File: src/rtl/lcell_pkg.sv
package lcell_pkg;
  localparam int unsigned LUT_K_DEF = 3;

  typedef enum logic {
    MODE_LOGIC = 1'b0,
    MODE_ARITH = 1'b1
  } cell_mode_e;
endpackage

File: src/rtl/lcell_cfg_chain.sv
module lcell_cfg_chain #(
  parameter int unsigned W = 18
) (
  input  logic         clk_i,
  input  logic         rst_ni,
  input  logic         en_i,
  input  logic         data_i,
  output logic [W-1:0] cfg_o
);
  logic [W-1:0] sr_q;

  always_ff @(posedge clk_i or negedge rst_ni) begin
    if (!rst_ni)   sr_q <= '0;
    else if (en_i) sr_q <= {sr_q[W-2:0], data_i};
  end

  assign cfg_o = sr_q;

  a_r1_shift_in: assert property (@(posedge clk_i) disable iff (!rst_ni)
    en_i |=> (sr_q[0] == $past(data_i)) && (sr_q[W-1:1] == $past(sr_q[W-2:0])));

  a_r9_cfg_hold: assert property (@(posedge clk_i) disable iff (!rst_ni)
    !en_i |=> $stable(sr_q));
endmodule

File: src/rtl/lcell_lut.sv
module lcell_lut #(
  parameter int unsigned K = 3,
  localparam int unsigned N = 1 << K
) (
  input  logic [N-1:0] table_i,
  input  logic [K-1:0] addr_i,
  output logic         bit_o
);
  assign bit_o = table_i[addr_i];
endmodule

File: src/rtl/lcell_func.sv
module lcell_func
  import lcell_pkg::*;
(
  input  cell_mode_e mode_i,
  input  logic       lo_i,
  input  logic       hi_i,
  input  logic       sel_i,
  input  logic       carry_i,
  output logic       res_o,
  output logic       carry_o
);
  logic sum, maj;

  always_comb begin
    sum = lo_i ^ hi_i ^ carry_i;
    maj = (lo_i & hi_i) | (carry_i & (lo_i ^ hi_i));
    if (mode_i == MODE_ARITH) begin
      res_o   = sum;
      carry_o = maj;
    end else begin
      res_o   = sel_i ? hi_i : lo_i;
      carry_o = 1'b0;
    end
  end
endmodule

File: src/rtl/lcell_top.sv
module lcell_top
  import lcell_pkg::*;
#(
  parameter int unsigned LUT_K = LUT_K_DEF,
  localparam int unsigned LUT_N = 1 << LUT_K,
  localparam int unsigned CFG_W = 2 * LUT_N + 2
) (
  input  logic           clk_i,
  input  logic           rst_ni,
  input  logic           cfg_en_i,
  input  logic           cfg_data_i,
  input  logic [LUT_K:0] in_i,
  input  logic           carry_i,
  output logic           cell_o,
  output logic           carry_o
);
  logic [CFG_W-1:0] cfg_q;
  logic [1:0]       lut_bit;
  cell_mode_e       mode;
  logic             osel;
  logic             func_res;
  logic             ff_q;

  lcell_cfg_chain #(.W(CFG_W)) u_chain (
    .clk_i  (clk_i),
    .rst_ni (rst_ni),
    .en_i   (cfg_en_i),
    .data_i (cfg_data_i),
    .cfg_o  (cfg_q)
  );

  // table 0 sits at the top of the chain, table 1 below it
  for (genvar g = 0; g < 2; g++) begin : g_lut
    lcell_lut #(.K(LUT_K)) u_lut (
      .table_i (cfg_q[CFG_W-1-g*LUT_N -: LUT_N]),
      .addr_i  (in_i[LUT_K-1:0]),
      .bit_o   (lut_bit[g])
    );
  end

  assign mode = cell_mode_e'(cfg_q[1]);
  assign osel = cfg_q[0];

  lcell_func u_func (
    .mode_i  (mode),
    .lo_i    (lut_bit[0]),
    .hi_i    (lut_bit[1]),
    .sel_i   (in_i[LUT_K]),
    .carry_i (carry_i),
    .res_o   (func_res),
    .carry_o (carry_o)
  );

  always_ff @(posedge clk_i or negedge rst_ni) begin
    if (!rst_ni)        ff_q <= 1'b0;
    else if (!cfg_en_i) ff_q <= func_res;
  end

  assign cell_o = osel ? ff_q : func_res;

  a_r7_ff_hold: assert property (@(posedge clk_i) disable iff (!rst_ni)
    cfg_en_i |=> $stable(ff_q));

  a_r6_ff_capture: assert property (@(posedge clk_i) disable iff (!rst_ni)
    !cfg_en_i |=> ff_q == $past(func_res));

  a_r4_carry_idle: assert property (@(posedge clk_i) disable iff (!rst_ni)
    (mode == MODE_LOGIC) |-> !carry_o);
endmodule

File: config.mk
export PLATFORM = sky130hd
export DESIGN_NAME = lcell_top
export DESIGN_NICKNAME = d
export VERILOG_FILES = /design/src/rtl/lcell_pkg.sv /design/src/rtl/lcell_cfg_chain.sv /design/src/rtl/lcell_lut.sv /design/src/rtl/lcell_func.sv /design/src/rtl/lcell_top.sv
export SDC_FILE = /design/constraint.sdc
export NUM_CORES = 1
export LEC_CHECK = 0
export ABC_CLOCK_PERIOD_IN_PS = 2400
export BUFFER_PORTS_ARGS = -buffer_cell sky130_fd_sc_hd__buf_4
export CORE_MARGIN = 2
export CORE_UTILIZATION = 45
export DETAILED_ROUTE_END_ITERATION = 12
export PLACE_DENSITY_LB_ADDON = 0.05
export SLEW_MARGIN = 20
export SYNTH_ARGS = -nofsm -noshare
export SYNTH_HDL_FRONTEND = slang
export SYNTH_HIERARCHICAL = 1
export SYNTH_SLANG_ARGS = --single-unit
export TNS_END_PERCENT = 100
File: constraint.sdc
create_clock -name clk_i -period 2.4 [get_ports clk_i]
set_clock_uncertainty 0.2 [all_clocks]
set_input_delay 0.36 -clock clk_i [delete_from_list [all_inputs] [get_ports clk_i]]
set_output_delay 0.36 -clock clk_i [all_outputs]
set_load 0.005 [all_outputs]
==> results.yml, run 1 <==
critical_path:
  cp_num_buf_inv: 2
  r2r_start: "u_chain/cfg_o[15]"
  cpMostUsedCell: "mux2_4"
  setup.worst_path.class: "flop to primary output"
  critical_path.endpoint_type: "primary output"
  timing.rr.end: "ff_q"
  r2r_setup_slack_ns: 0.02
  path_cells: "mux4_2, mux2_4, inv_2, fa_1, mux2i_1, mux2_4, buf_6"
  path_delay_family: "multiplexers"
  start_kind: "flop"
  r2r_cells: 8
  slowest_delay_ns: 0.46
  required_ns: 1.84
  arrival_ns: 2.34
  cp_slowest_cell: "mux4_2"
  startpoint: "u_chain/cfg_o[15]"
  critical_path.max_fanout: 2
timing:
  fin_ws_ns: -0.496
  period_minus_slack_ns: 2.90
  clock.fmax_mhz: 345
  setup_viol: 1
  slew_headroom_pct: 80.1
  hold_slack_ns: 0.101
  fin_crit_sh_pct: 121
  finalHoldViolCount: 0
  finalMaxSlewViolations: 0
  rsz0062_at_grt: "true"
  worst_slew_pin_slew_ns: 0.299
clocking:
  worstSkewPairLatency_ns: 0.28
  cts_tree: "done"
  htree_levels: 1
  numCtsBuffers: 3
  clockBufferDepth: 2
  ctsRootBufferMaster: "clkbuf_4"
  cts_sinks: 19
  clkTransAtPathRegs_ns: 0.10
drt:
  vias: 517
  drt_iter0_drc: 3
  ant_nets: 0
  routed_wl_um: 1510
  via_per_inst: 4.83
  wire_per_inst_um: 14.1
  dr.pass1.iters: 4
  drc: 0
synthesis:
  yosysTopAreaCellShare_pct: 49.6
  syn_area_per_cell_um2: 17.7
  synth_edf_count: 0
  syn_inst: 54
  synthDistinctLibCells: 11
  ys_async_sr_fraction_pct: 100
  synth_top_flop_cell: "dfrtp_1"
  synth_seq_cells: 19
  synth-seq-area-share_pct: 49.6
  synth_nets: 64
  synthTopCellsByCount: "19 x dfrtp_1, 11 x mux2_4, 10 x mux2_2"
  ys_warn_count: 6
  yosys.area.top_type: "dfrtp_1"
  yosys-top-cells-area: "dfrtp_1 50%, mux2_4 17%, mux2_2 12%"
  synth_area_um2: 958
  synth_most_common_cell: "dfrtp_1"
floorplanning:
  pin_count: 11
  num_rows: 16
  die_w_um: 50.2
  start_util_pct: 48.4
  coreArea_um2: 1980
  die_h_um: 50.2
  die-area_um2: 2520
worst_hold_path:
  whs_endpoint: "u_chain/cfg_o[0]"
  hold_depth: 2
  hold_path.class: "input pin to flop"
  hold_start: "cfg_data_i"
finish:
  antenna_cells: 0
  final_area_um2: 1170
  areaGrowthSynthToFinish_pct: 22.5
  finalNetCount: 91
  layout-drive-gt1-share_pct: 67.5
  fin_util_pct: 59.2
power:
  finalPower_mw: 1.28
  power.density_nw_per_um2: 1090
  peakVddDrop_mv: 0.504
  leakagePower_nw: 0.568
global_routing:
  busiest_layer: "met1"
  use_met3_pct: 2.68
  grt_overflow_total: 0
  antenna_found_initial: 0
  gr-usage-met2_pct: 20.4
  grt_pass1_vias: 561
  grt_pass1_wl_um: 2630
  grt.total_usage_pct: 14.5
  grt_util_met1_pct: 21.5
  grt_max_degree: 20
placed_design:
  gp_congestion: 0.628
  io_buffer_count: 10
  placed_cell_area_um2: 1110
  hpwl_um: 1060
  pre_cts_slack_ns: -0.382
status:
  violations: "setup timing"
  run_status: "finished, violations left"
run:
  maxCapViolCount: 0
## how the worst max path moves through the flow
stage,slack (ns),cells after the start,to
final,-0.50,7,cell_o
after global routing,-0.59,7,cell_o
after CTS,-0.52,7,cell_o
after detailed placement,-0.38,8,cell_o
after global placement,-0.32,8,cell_o
after floorplan,-0.05,6,cell_o
## per-layer routing
metal,vias up,routed length (um)
met1,259,721
met5,-,0
met2,10,720
li1,248,-
met3,0,63
met4,0,0
## flip-flops by register name, indices dropped and copies added, names as in the netlist
name           flops
u_chain/cfg_o     18
ff_q               1
## metrics by stage
| step | instances | TNS, ns |
|---|---|---|
| 6_report | 107 | -0.496 |
| 5_1_grt | 107 | -0.741 |
| 3_3_place_gp | 100 | -0.324 |
| 2_1_floorplan | 54 | -0.0500 |
| 3_5_place_dp | 100 | -0.382 |
| 4_1_cts | 106 | -0.535 |
## cells in the final DEF, fill, tap and decap left out, types with 2 or more instances in the layout
cell type   n
dfrtp_1    19
clkbuf_4    3
buf_6       2
mux4_2      4
mux2_4     14
mux2i_1     2
inv_2       2
buf_4      21
mux2_2      8
## where the power goes
part,internal (mW),switching (mW)
registers,0.448,0.0749
clock network,0.0645,0.0929
logic,0.438,0.164
total,0.950,0.332
## layout make-up
| class | instances | area (um^2) |
|---|---|---|
| fillers | 153 | 808 |
| flip-flops and latches | 19 | 475 |
| multi-input cells | 30 | 437 |
| repair buffers | 24 | 190 |
| well taps | 27 | 33.8 |
| clock buffers | 4 | 26.3 |
| inverters | 3 | 11.3 |
## kinds of logic after synthesis
logic type               synth area share (%)
multiplexers                             43.2
flip-flops                               49.6
buffers and inverters                    4.44
adder cells (fa/ha/maj)                  2.09
AND/OR/NAND/NOR                         0.653
## timing repair
item | 4_1_cts | 5_1_grt
hold endpoints to repair | 19 | 0
setup endpoints to repair | 2 | 2
resized for setup | 1 | 1
buffers inserted | 1 | 1
hold buffers | 1 | 0
Note: power is estimated with default switching activity, not from simulation.
==> run 2, diff against run 1 <==
Settings changed: ABC_AREA from default to 1, ABC_CLOCK_PERIOD_IN_PS 2400 to default.
==> run 2 against run 1 <==
Against the previous run: fmax is 11% higher; worst setup slack better by 0.28 ns; sequential share of layout area shrank 3.3 points; via count is 75% higher; global-route usage is 3.4 points higher; sequential power decreased by 23%; the run still ends with setup timing left; combinational power down 62%; synthesized cell count increased to 2.8 times the previous value; synthesized area increased by 14%; worst hold slack got worse by 0.047 ns.
==> results.yml, run 2 <==
timing:
  setup_viol: 1
  fin_ws_ns: -0.216
  clock.fmax_mhz: 382
  slew_headroom_pct: 83.2
  finalMaxSlewViolations: 0
  fin_crit_sh_pct: 109
  finalHoldViolCount: 0
  period_minus_slack_ns: 2.62
  rsz0062_at_grt: "true"
  worst_slew_pin_slew_ns: 0.252
synthesis:
  yosys-top-cells-area: "dfrtp_1 43%, nand2_1 24%, nand2_2 11%"
  synth-seq-area-share_pct: 43.3
  synth_nets: 163
  synthTopCellsByCount: "69 x nand2_1, 27 x inv_1, 20 x nand2_2"
  ys_async_sr_fraction_pct: 100
  syn_inst: 153
  ys_warn_count: 6
  synth_most_common_cell: "nand2_1"
  synth_edf_count: 0
  synth_area_um2: 1100
  synth_seq_cells: 19
  synthDistinctLibCells: 12
  yosysTopAreaCellShare_pct: 43.3
  syn_area_per_cell_um2: 7.17
  synth_top_flop_cell: "dfrtp_1"
  yosys.area.top_type: "dfrtp_1"
clocking:
  cts_tree: "done"
  clkTransAtPathRegs_ns: 0.10
  cts_sinks: 19
  ctsRootBufferMaster: "clkbuf_4"
  worstSkewPairLatency_ns: 0.29
  numCtsBuffers: 3
  clockBufferDepth: 2
  htree_levels: 1
floorplanning:
  coreArea_um2: 2250
  start_util_pct: 48.7
  die_w_um: 53.4
  die-area_um2: 2850
  num_rows: 17
  pin_count: 11
  die_h_um: 53.4
power:
  peakVddDrop_mv: 0.362
  p_comb_share_pct: 28.8
  leakagePower_nw: 0.758
  clkPwrFrac_pct: 20.3
  p_seq_share_pct: 50.8
  power.switching_mw: 0.250
  switching_share_pct: 31.6
  power.density_nw_per_um2: 619
  p_int_mw: 0.541
run:
  maxCapViolCount: 0
drt:
  vias: 905
  drc: 0
  wire_per_inst_um: 10.1
  via_per_inst: 4.46
  dr.pass1.iters: 4
  routed_wl_um: 2050
  ant_nets: 0
  drt_iter0_drc: 13
critical_path:
  slowest_delay_ns: 0.44
  required_ns: 1.84
  critical_path.max_fanout: 3
  cp_slowest_cell: "fa_2"
  r2r_start: "u_chain/cfg_o[5]"
  arrival_ns: 2.06
  path_cells: "inv_1, nand2_1, nand3_1, nand2_1, nand2_1, nand2_1, inv_2, fa_2, or2_0, nand2_1, nand2_1, nand2_1, buf_4"
  setup.worst_path.class: "flop to primary output"
  cpMostUsedCell: "nand2_1"
  start_kind: "flop"
  timing.rr.end: "ff_q"
  critical_path.endpoint_type: "primary output"
  r2r_setup_slack_ns: 0.50
  r2r_cells: 12
placed_design:
  gp_congestion: 0.743
  pre_cts_slack_ns: -0.0960
  hpwl_um: 1480
  io_buffer_count: 10
  placed_cell_area_um2: 1160
global_routing:
  grt_pass1_wl_um: 3600
  grt_overflow_total: 0
  grt_pass1_vias: 849
  grt.total_usage_pct: 17.9
  antenna_found_initial: 0
  grt_max_degree: 22
finish:
  layout-drive-gt1-share_pct: 28.0
  largest_reg_flops: 18
  mostFrequentLayoutCell: "nand2_1"
  final_area_um2: 1280
  antenna_cells: 0
  areaGrowthSynthToFinish_pct: 16.5
  final_cell_mix: "69 x nand2_1, 25 x inv_1, 20 x buf_4, 20 x nand2_2, 19 x dfrtp_1"
  finalNetCount: 186
status:
  violations: "setup timing"
  run_status: "finished, violations left"
worst_hold_path:
  whs_endpoint: "u_chain/cfg_o[0]"
  hold_start: "cfg_data_i"
  hold_depth: 3
  hold_path.class: "input pin to flop"
[run 2: layout make-up]
| class | instances | area [um^2] |
|---|---|---|
| clock buffers | 4 | 26.3 |
| fillers | 221 | 976 |
| repair buffers | 21 | 160 |
| well taps | 28 | 35.0 |
| multi-input cells | 101 | 462 |
| inverters | 30 | 120 |
| flip-flops and latches | 19 | 475 |
[run 2: layer usage]
layer  up-vias  track usage (%)  routed length (um)
li1        482                -                   -
met1       408             22.7                1030
met2        11             28.6                 916
met3         4             3.39                  71
met4         0             8.97                  32
met5         -                0                   0
[run 2: kinds of logic (layout without fill, tap and decap cells)]
logic type | Yosys count | after routing | share of synthesized area [%]
simple gates | 100 | 100 | 40.0
buf+inv | 33 | 55 | 14.8
flops | 19 | 19 | 43.3
fa+ha+maj | 1 | 1 | 1.82
[run 2: power groups by stage]
| stage | Clock [mW] | Sequential (mW) | Combinational [mW] |
|---|---|---|---|
| after floorplan | 0 | 0.408 | 0.132 |
| after global placement | 0 | 0.417 | 0.172 |
| after detailed placement | 0 | 0.418 | 0.179 |
| after CTS | 0.168 | 0.403 | 0.230 |
| after global routing | 0.178 | 0.409 | 0.263 |
| final | 0.161 | 0.403 | 0.228 |
[run 2: worst max-delay path, delay by kind of cell, from the launching register on]
family	cells	cell delay [ns]
AND/OR/NAND/NOR	9	0.67
adder cells (fa/ha/maj)	1	0.44
flip-flops	1	0.41
buffers and inverters	3	0.23
[run 2: timing repair]
item / in CTS / in global routing
hold buffers: 1 / 0
gates resized for setup: 2 / 1
pin swaps: 8 / 1
endpoints found under the setup margin: 1 / 2
setup buffers: 10 / 0
hold endpoints to repair: 19 / 0
[run 2: worst max path at each step]
stage          cells after the start  slack [ns]              start     end
2_1_floorplan                     12        0.30  u_chain/cfg_o[13]  cell_o
3_3_place_gp                      14       -0.03            in_i[0]  cell_o
3_5_place_dp                      14        -0.1            in_i[0]  cell_o
4_1_cts                           13       -0.22  u_chain/cfg_o[16]  cell_o
5_1_grt                           13       -0.36  u_chain/cfg_o[16]  cell_o
6_report                          13       -0.22   u_chain/cfg_o[5]  cell_o
[run 2: stage by stage]
step	hold WS, ns	utilization (%)	setup TNS, ns	total power, mW	cells
6_report	0.0535	56.7	-0.216	0.792	203
5_1_grt	0.0967	56.7	-0.360	0.850	203
4_1_cts	0.0470	56.6	-0.220	0.801	203
3_5_place_dp	0.0434	51.7	-0.0960	0.597	188
3_3_place_gp	0.0449	51.7	-0.0250	0.589	188
2_1_floorplan	-0.136	-	0	0.540	153
==> run 3, diff against run 2 <==
Settings changed: CORE_UTILIZATION 45 to 40.
==> run 3 against run 2 <==
Against the previous run: the flow still finishes with violations (setup timing); worst setup slack better by 0.047 ns; first-iteration DRC count is 69% higher; flip-flop and latch count stayed put; final area stayed put; sequential share of layout area stayed put; non-clock buffer count stayed put; wire length is 0.39% higher; cell count is 0.99% higher; die area is 12% higher; worst hold slack better by 0.0065 ns; critical path type unchanged.
==> results.yml, run 3 (same netlist as run 2, synthesis figures left out) <==
status:
  run_status: "finished, violations left"
  violations: "setup timing"
finish:
  largest_reg_flops: 18
  final_cell_mix: "69 x nand2_1, 25 x inv_1, 20 x buf_4, 20 x nand2_2, 19 x dfrtp_1"
  finalNetCount: 186
  fin_util_pct: 50.2
  areaGrowthSynthToFinish_pct: 16.5
  layout-drive-gt1-share_pct: 27.4
  mostFrequentLayoutCell: "nand2_1"
  antenna_cells: 0
placed_design:
  hpwl_um: 1440
  io_buffer_count: 10
  gp_congestion: 0.765
  pre_cts_slack_ns: -0.0299
critical_path:
  slowest_delay_ns: 0.42
  start_kind: "flop"
  path_cells: "inv_1, nand2_1, nand3_1, nand2_1, nand2_1, nand2_1, inv_2, fa_1, or2_0, nand2_1, nand2_1, nand2_1, buf_4"
  r2r_cells: 12
  required_ns: 1.84
  cp_slowest_cell: "dfrtp_1"
  setup.worst_path.class: "flop to primary output"
  cpMostUsedCell: "nand2_1"
  critical_path.endpoint_type: "primary output"
  arrival_ns: 2.01
  critical_path.max_fanout: 3
floorplanning:
  die_w_um: 56.4
  num_rows: 18
  die_h_um: 56.4
  start_util_pct: 43.1
  coreArea_um2: 2540
  pin_count: 11
  die-area_um2: 3180
global_routing:
  antenna_found_initial: 0
  grt_pass1_wl_um: 3780
  grt_pass1_vias: 900
  grt_max_degree: 22
  grt.total_usage_pct: 14.8
  grt_overflow_total: 0
drt:
  drc: 0
  via_per_inst: 4.47
  wire_per_inst_um: 10.0
  dr.pass1.iters: 4
  drt_iter0_drc: 22
  vias: 916
  routed_wl_um: 2050
  ant_nets: 0
power:
  power.density_nw_per_um2: 615
  leakagePower_nw: 0.760
  peakVddDrop_mv: 0.386
timing:
  finalHoldViolCount: 0
  rsz0062_at_grt: "true"
  slew_headroom_pct: 82.5
  period_minus_slack_ns: 2.57
  worst_slew_pin_slew_ns: 0.262
  fin_crit_sh_pct: 107
  hold_slack_ns: 0.0600
  setup_viol: 1
  finalMaxSlewViolations: 0
  fin_ws_ns: -0.169
  clock.fmax_mhz: 389
clocking:
  clkTransAtPathRegs_ns: 0.11
  cts_tree: "done"
  worstSkewPairLatency_ns: 0.29
  clockBufferDepth: 2
  cts_sinks: 19
  ctsRootBufferMaster: "clkbuf_4"
  htree_levels: 1
  numCtsBuffers: 3
worst_hold_path:
  hold_path.class: "input pin to flop"
  hold_depth: 3
run:
  maxCapViolCount: 0
run 3: cell counts in the layout (fill, tap and decap cells not counted):
No cell type changed its count.
run 3: power by group:
group	total, mW	leakage, nW	switching [mW]	internal, mW
sequential	0.400	0.251	0.0314	0.369
combinational	0.226	0.494	0.119	0.107
clock	0.161	0.0150	0.0964	0.0645
run 3: final timing paths:
kind                              startpoint           endpoint  slack, ns
setup reg to reg            u_chain/cfg_o[9]               ff_q       0.55
hold / removal                    cfg_data_i   u_chain/cfg_o[0]       0.06
max in group asynchronous             rst_ni  u_chain/cfg_o[10]       1.52
hold reg to reg            u_chain/cfg_o[17]  u_chain/cfg_o[17]       0.29
setup / recovery            u_chain/cfg_o[9]             cell_o      -0.17
min in group asynchronous             rst_ni  u_chain/cfg_o[17]       0.27
run 3: through the flow:
step                      instance area, um^2  total power, mW  setup TNS (ns)  std cells
after floorplan                          1100            0.540               0        153
after global placement                   1170            0.588         -0.0108        190
after detailed placement                 1170            0.593         -0.0299        190
after CTS                                1280            0.803          -0.174        205
after global routing                     1280            0.846          -0.365        205
final                                    1280            0.787          -0.169        205
run 3: what timing repair did:
item / in CTS / in global routing
buffers inserted: 10 / 0
endpoints found under the setup margin: 1 / 2
hold endpoints to repair: 19 / 0
hold buffers: 1 / 0
pin swaps: 2 / 1
resized for setup: 2 / 0
run 3: final cells by class:
type | count | area, um^2
clock buffer | 4 | 26.3
sequential | 19 | 475
inverter | 30 | 120
tap | 30 | 37.5
multi-input combinational | 101 | 459
fill | 260 | 1270
timing repair buffer | 21 | 160
run 3: routing by layer:
metal	track usage, %	vias up	routed length [um]	share of wire, %
li1	-	485	-	-
met1	19.6	418	1020	50
met2	24.5	11	952	46
met3	2.07	2	63	3.1
met4	5.10	0	15	0.73
met5	0	-	0	0
run 3: critical path: cells and delay by family, from the launching register on:
kind / cells / cell delay (ns)
buffers and inverters: 3 / 0.23
adders and majority gates: 1 / 0.40
DFF: 1 / 0.42
and+or+nand+nor: 9 / 0.68
